===== src/rtl/sat_pkg.sv =====
package sat_pkg;
  localparam int PTR_W = 64;
  localparam int THR_W = 16;
  localparam int PH_W  = 16;
  localparam int VA_W  = 32;

  typedef struct packed {
    logic [THR_W-1:0] thread;
    logic [PH_W-1:0]  phase;
    logic [VA_W-1:0]  va;
  } shptr_t;
endpackage


===== src/rtl/sat_base_table.sv =====
module sat_base_table #(
  parameter int DEPTH = 64,
  parameter int W     = 48,
  parameter int AW    = $clog2(DEPTH)
) (
  input  logic          clk,
  input  logic          we,
  input  logic [AW-1:0] waddr,
  input  logic [W-1:0]  wdata,
  input  logic [AW-1:0] raddr,
  output logic [W-1:0]  rdata
);
  logic [W-1:0] mem [DEPTH];

  // synchronous read, single write port: block RAM friendly
  always_ff @(posedge clk) begin
    if (we) mem[waddr] <= wdata;
    rdata <= mem[raddr];
  end
endmodule


===== src/rtl/sat_thread_limit.sv =====
module sat_thread_limit #(
  parameter int DEPTH = 64,
  parameter int TW    = 16,
  parameter int CW    = $clog2(DEPTH + 1)
) (
  input  logic          clk,
  input  logic          rst,
  input  logic          cnt_we,
  input  logic [CW-1:0] cnt_data,
  input  logic [TW-1:0] thread,
  output logic          in_range
);
  logic [CW-1:0] cnt_q;

  always_ff @(posedge clk) begin
    if (rst)         cnt_q <= '0;
    else if (cnt_we) cnt_q <= (int'(cnt_data) > DEPTH) ? CW'(DEPTH) : cnt_data;
  end

  assign in_range = thread < TW'(cnt_q);
endmodule


===== src/rtl/sat_sum_stage.sv =====
module sat_sum_stage #(
  parameter int W      = 48,
  parameter int VA_W   = 32,
  parameter int DISP_W = 12
) (
  input  logic              clk,
  input  logic              rst,
  input  logic              in_valid,
  input  logic              in_ok,
  input  logic [W-1:0]      base,
  input  logic [VA_W-1:0]   va,
  input  logic [DISP_W-1:0] disp,
  output logic              out_valid,
  output logic              out_err,
  output logic [W-1:0]      out_addr
);
  logic [W-1:0] disp_ext;
  logic [W-1:0] sum;

  assign disp_ext = {{(W-DISP_W){disp[DISP_W-1]}}, disp};
  assign sum      = base + W'(va) + disp_ext;

  always_ff @(posedge clk) begin
    if (rst) begin
      out_valid <= 1'b0;
      out_err   <= 1'b0;
      out_addr  <= '0;
    end else begin
      out_valid <= in_valid;
      out_err   <= in_valid & ~in_ok;
      out_addr  <= (in_valid && in_ok) ? sum : '0;
    end
  end
endmodule


===== src/rtl/sat_xlate.sv =====
module sat_xlate
  import sat_pkg::*;
#(
  parameter int DEPTH  = 64,
  parameter int BASE_W = 48,
  parameter int DISP_W = 12,
  parameter int IDX_W  = $clog2(DEPTH),
  parameter int CNT_W  = $clog2(DEPTH + 1)
) (
  input  logic              clk,
  input  logic              rst,
  input  logic              cfg_base_we,
  input  logic [IDX_W-1:0]  cfg_base_idx,
  input  logic [BASE_W-1:0] cfg_base_data,
  input  logic              cfg_thr_we,
  input  logic [CNT_W-1:0]  cfg_thr_data,
  input  logic              req_valid,
  input  logic [PTR_W-1:0]  req_ptr,
  input  logic [DISP_W-1:0] req_disp,
  output logic              rsp_valid,
  output logic [BASE_W-1:0] rsp_addr,
  output logic              rsp_err
);
  shptr_t            ptr;
  logic              in_range;
  logic [BASE_W-1:0] base_rd;
  logic              s1_valid;
  logic              s1_ok;
  logic [VA_W-1:0]   s1_va;
  logic [DISP_W-1:0] s1_disp;

  assign ptr = shptr_t'(req_ptr);

  sat_base_table #(.DEPTH(DEPTH), .W(BASE_W), .AW(IDX_W)) u_table (
    .clk   (clk),
    .we    (cfg_base_we),
    .waddr (cfg_base_idx),
    .wdata (cfg_base_data),
    .raddr (ptr.thread[IDX_W-1:0]),
    .rdata (base_rd)
  );

  sat_thread_limit #(.DEPTH(DEPTH), .TW(THR_W), .CW(CNT_W)) u_limit (
    .clk      (clk),
    .rst      (rst),
    .cnt_we   (cfg_thr_we),
    .cnt_data (cfg_thr_data),
    .thread   (ptr.thread),
    .in_range (in_range)
  );

  // stage 1: operands captured alongside the table read
  always_ff @(posedge clk) begin
    if (rst) s1_valid <= 1'b0;
    else     s1_valid <= req_valid;
    s1_ok   <= in_range;
    s1_va   <= ptr.va;
    s1_disp <= req_disp;
  end

  sat_sum_stage #(.W(BASE_W), .VA_W(VA_W), .DISP_W(DISP_W)) u_sum (
    .clk       (clk),
    .rst       (rst),
    .in_valid  (s1_valid),
    .in_ok     (s1_ok),
    .base      (base_rd),
    .va        (s1_va),
    .disp      (s1_disp),
    .out_valid (rsp_valid),
    .out_err   (rsp_err),
    .out_addr  (rsp_addr)
  );
endmodule


===== config.mk =====
export PLATFORM = sky130hd
export DESIGN_NAME = sat_xlate
export DESIGN_NICKNAME = d
export VERILOG_FILES = /design/src/rtl/sat_pkg.sv /design/src/rtl/sat_base_table.sv /design/src/rtl/sat_thread_limit.sv /design/src/rtl/sat_sum_stage.sv /design/src/rtl/sat_xlate.sv
export SDC_FILE = /design/constraint.sdc
export NUM_CORES = 2
export LEC_CHECK = 0
export BUFFER_PORTS_ARGS = -buffer_cell sky130_fd_sc_hd__buf_4
export CAP_MARGIN = 20
export CORE_UTILIZATION = 49
export CTS_CLUSTER_SIZE = 28
export DETAILED_ROUTE_END_ITERATION = 6
export PLACE_DENSITY = 0.74
export SKIP_LAST_GASP = 1
export SYNTH_ARGS = -nofsm -noshare
export SYNTH_HDL_FRONTEND = slang
export SYNTH_SLANG_ARGS = --single-unit
export TNS_END_PERCENT = 5

===== constraint.sdc =====
create_clock -name clk -period 6 [get_ports clk]
set_input_delay 0.6 -clock clk [delete_from_list [all_inputs] [get_ports clk]]
set_output_delay 0.6 -clock clk [all_outputs]
set_load 0.02 [all_outputs]

==> flow_summary_export.csv <==
group,metric,value,unit
grt,grt-ovfl-total,0,
cells_and_area,nNetsFinal,5874,
placed_design,hpwl,166,mm
synth,synth_seq_area_share,77.1,%
clock_tree,clk_pin_slew,60,ps
route,drc,0,
timing,finalHoldWorstSlack,45.7,ps
timing,tns,0,ps
placed_design,place_area,130000,um^2
grt,grt_max_degree,120,
clock_tree,cts_tree,"yes",
floorplanning,core,250000,um^2
clock_tree,clockRootBuffer,"clkbuf_16",
pwr,vdd_drop_max,0.372,mV
critical_path,start_kind,"flop",
pwr,power_leakage,44.5,nW
floorplanning,die_w,504,um
synth,avgSynthCellArea,23.9,um^2
grt,grt_busiest_layer,"met2",
flow_run,maxCapViolCount,0,
synth,ys_ff_latch,3223,
route,wl,327,mm
timing,rsz0062_at_grt,"no",
critical_path,critPathLaunch,"s1_disp[11]$_DFF_P_",
placed_design,port_buffers,175,
synth,async_reset_ff_share,0,%
grt,antenna_found_initial,27,
critical_path,timing.rr.start,"s1_disp[11]$_DFF_P_",
floorplanning,die_area,254000,um^2
synth,synth_nets,5416,
critical_path,arrival,5160,ps
critical_path,ff2ff_path_depth,11,
synth,syn-cell-area,124000,um^2
grt,grt_usage,25.6,%
critical_path,crit_end,"u_sum.out_addr[44]$_SDFF_PP0_",
grt,grtUsageMet2,39.7,%
timing,tightest_slew,1140,ps
critical_path,r2r-end,"u_sum.out_addr[44]$_SDFF_PP0_",
outcome,status,"completed",
placed_design,place_congestion,0.878,
floorplanning,initial_core_util,49.5,%
clock_tree,cts_num_sinks,3223,
clock_tree,clk_latency,980,ps
synth,synth_top_flop_cell,"edfxtp_1",
route,antenna_left,0,
route,via_count,60400,
clock_tree,ctsResizeCount,0,
clock_tree,clockBufferDepth,4,
critical_path,cp_max_fo,37,
synth,synthCells,5174,
grt,met1_usage,34.8,%
floorplanning,io-pin-count,192,
synth,ys_types,55,
route,via_per_inst,6.55,
critical_path,required,6840,ps
timing,setup_viol,0,
route,drtIter0Drc,8687,
cells_and_area,multi_input_area,27600,um^2
grt,grt_util_met3,6.87,%
timing,min_period,4310,ps
cells_and_area,area_growth,14.2,%
placed_design,dp_cells,8580,
route,post_drt_wl_per_cell,35.5,um
critical_path,critPathKind,"flop to flop",
pwr,cellPowerDensity,340,nW/um^2
timing,fmax,0.232,GHz
clock_tree,h-tree-depth,5,
timing,final-hold-violation-count,0,
timing,timing.final.crit_share,71.9,%
critical_path,reg2reg_slack,1690,ps
hold_path,hold_class,"input pin to flop",
timing,slew-limit-headroom,24.3,%
cells_and_area,design_area,141000,um^2
clock_tree,cts_buffers,324,
timing,drv_slew,0,
grt,grt_pass1_wl,457,mm
synth,ys_warn_count,0,
cells_and_area,final_cells,9208,
cells_and_area,regArea,95300,um^2
grt,grt_pass1_vias,61000,
timing,clock_skew,67.0,ps
route,first_pass_iters,6,
clock_tree,cts_setup_buffers,0,
critical_path,setup.worst_path.end_class,"flop",
synth,synth_edf_count,3072,
floorplanning,die_h,504,um
floorplanning,rows,183,
cells_and_area,drive_above_1_share,31.6,%
cells_and_area,fillers,17300,
==> cell type report <==
cell class,count,share of cell area (%)
Multi-Input combinational cell,1668,19.5
Inverter,22,0.0585
Antenna cell,9,0.0160
Sequential cell,3223,67.5
Tap cell,3330,2.95
Clock inverter,178,1.23
Clock buffer,385,5.98
Timing Repair Buffer,393,2.74
==> metrics by stage <==
step | power (mW) | util (%) | setup WS (ps)
floorplan | 27.4 | - | 1080
global placement | 28.5 | 52.2 | 1770
detailed placement | 28.6 | 52.2 | 1810
CTS | 48.1 | 56.5 | 1740
global route | 49.1 | 56.6 | 1330
finish | 47.9 | 56.6 | 1690
==> what timing repair did <==
action / in CTS / in global routing
hold endpoints to repair: 54 / 0
hold buffers: 53 / 0
setup endpoints to repair: 0 / 0
==> layout by cell type, fill, tap and decap left out, drive strengths merged, types with 34 or more instances in the layout <==
cell	n
clkinv	124
buf	340
nor2	134
ha	67
nand2	51
a21oi	75
mux4	988
a21o	34
clkbuf	385
edfxtp	3072
nor2b	38
dfxtp	151
inv	34
o21ai	37
dlygate4sd3	53
==> synth_stat cells (all sizes together), types with 4 or more instances <==
cell | instances | area (um^2)
edfxtp | 3072 | 92200
mux4 | 988 | 22300
dfxtp | 151 | 3020
clkbuf | 145 | 544
nor2 | 134 | 503
buf | 116 | 574
a21oi | 75 | 375
ha | 67 | 838
nand2 | 51 | 191
nor2b | 38 | 238
o21ai | 37 | 185
a21o | 34 | 255
fa | 33 | 661
a211oi | 28 | 210
mux2i | 24 | 240
inv | 22 | 82.6
nor3 | 19 | 95.1
xnor2 | 18 | 158
xor2 | 18 | 158
nand4 | 14 | 87.6
nand3 | 12 | 60.1
nand2b | 11 | 68.8
o21bai | 7 | 52.6
and3 | 6 | 37.5
o21a | 6 | 45.0
nand3b | 5 | 37.5
o22ai | 5 | 31.3
and2 | 4 | 25.0
==> critical path: stages, from the launching register on <==
cell,delay (ps)
dfxtp_2,950
fa_1,550
ha_1,380
a21oi_1,320
o211ai_1,140
a41oi_1,270
a21oi_1,140
o31ai_2,410
o31ai_1,230
a31o_2,280
a221oi_1,300
mux2i_1,220
==> power by group <==
| part | internal, mW | switching, mW | leakage, nW |
|---|---|---|---|
| combinational | 1.35 | 1.82 | 10.6 |
| sequential | 24.8 | 0.164 | 28.9 |
| clock | 11.4 | 8.40 | 4.99 |
==> routing by layer <==
| metal | vias to the layer above | wire [um] |
|---|---|---|
| met1 | 31800 | 117000 |
| met2 | 4613 | 153000 |
| met5 | - | 151 |
| met4 | 26 | 14100 |
| met3 | 870 | 42900 |
| li1 | 23100 | - |
==> flip-flops by register name (all words and copies together) (netlist names), 7 cells and up <==
name / flops
s1_disp: 12
s1_va: 32
u_limit.cnt_q: 7
u_sum.out_addr: 48
u_table.mem: 3072
u_table.rdata: 48
==> worst min-delay path by stage <==
stage / start / end / depth (start not counted)
after floorplan: s1_ok$_DFF_P_ / u_sum.out_err$_SDFF_PP0_ / 1
after global placement: s1_ok$_DFF_P_ / u_sum.out_err$_SDFF_PP0_ / 1
after detailed placement: s1_ok$_DFF_P_ / u_sum.out_err$_SDFF_PP0_ / 1
after CTS: cfg_thr_we / u_limit.cnt_q[0]$_SDFFE_PP0P_ / 3
after global routing: cfg_thr_we / u_limit.cnt_q[4]$_SDFFE_PP0P_ / 3
final: cfg_thr_we / u_limit.cnt_q[6]$_SDFFE_PP0P_ / 3
==> cells by family after synthesis <==
group           after synthesis  synth area share [%]
buf+inv                     283                 0.972
mux                        1012                  18.2
simple gates                306                  1.16
fa+ha+maj                   100                  1.21
compound gates              214                  1.09
flops                      3223                  77.1
xor+xnor                     36                 0.255
Note: power is estimated with default switching activity, not from simulation.
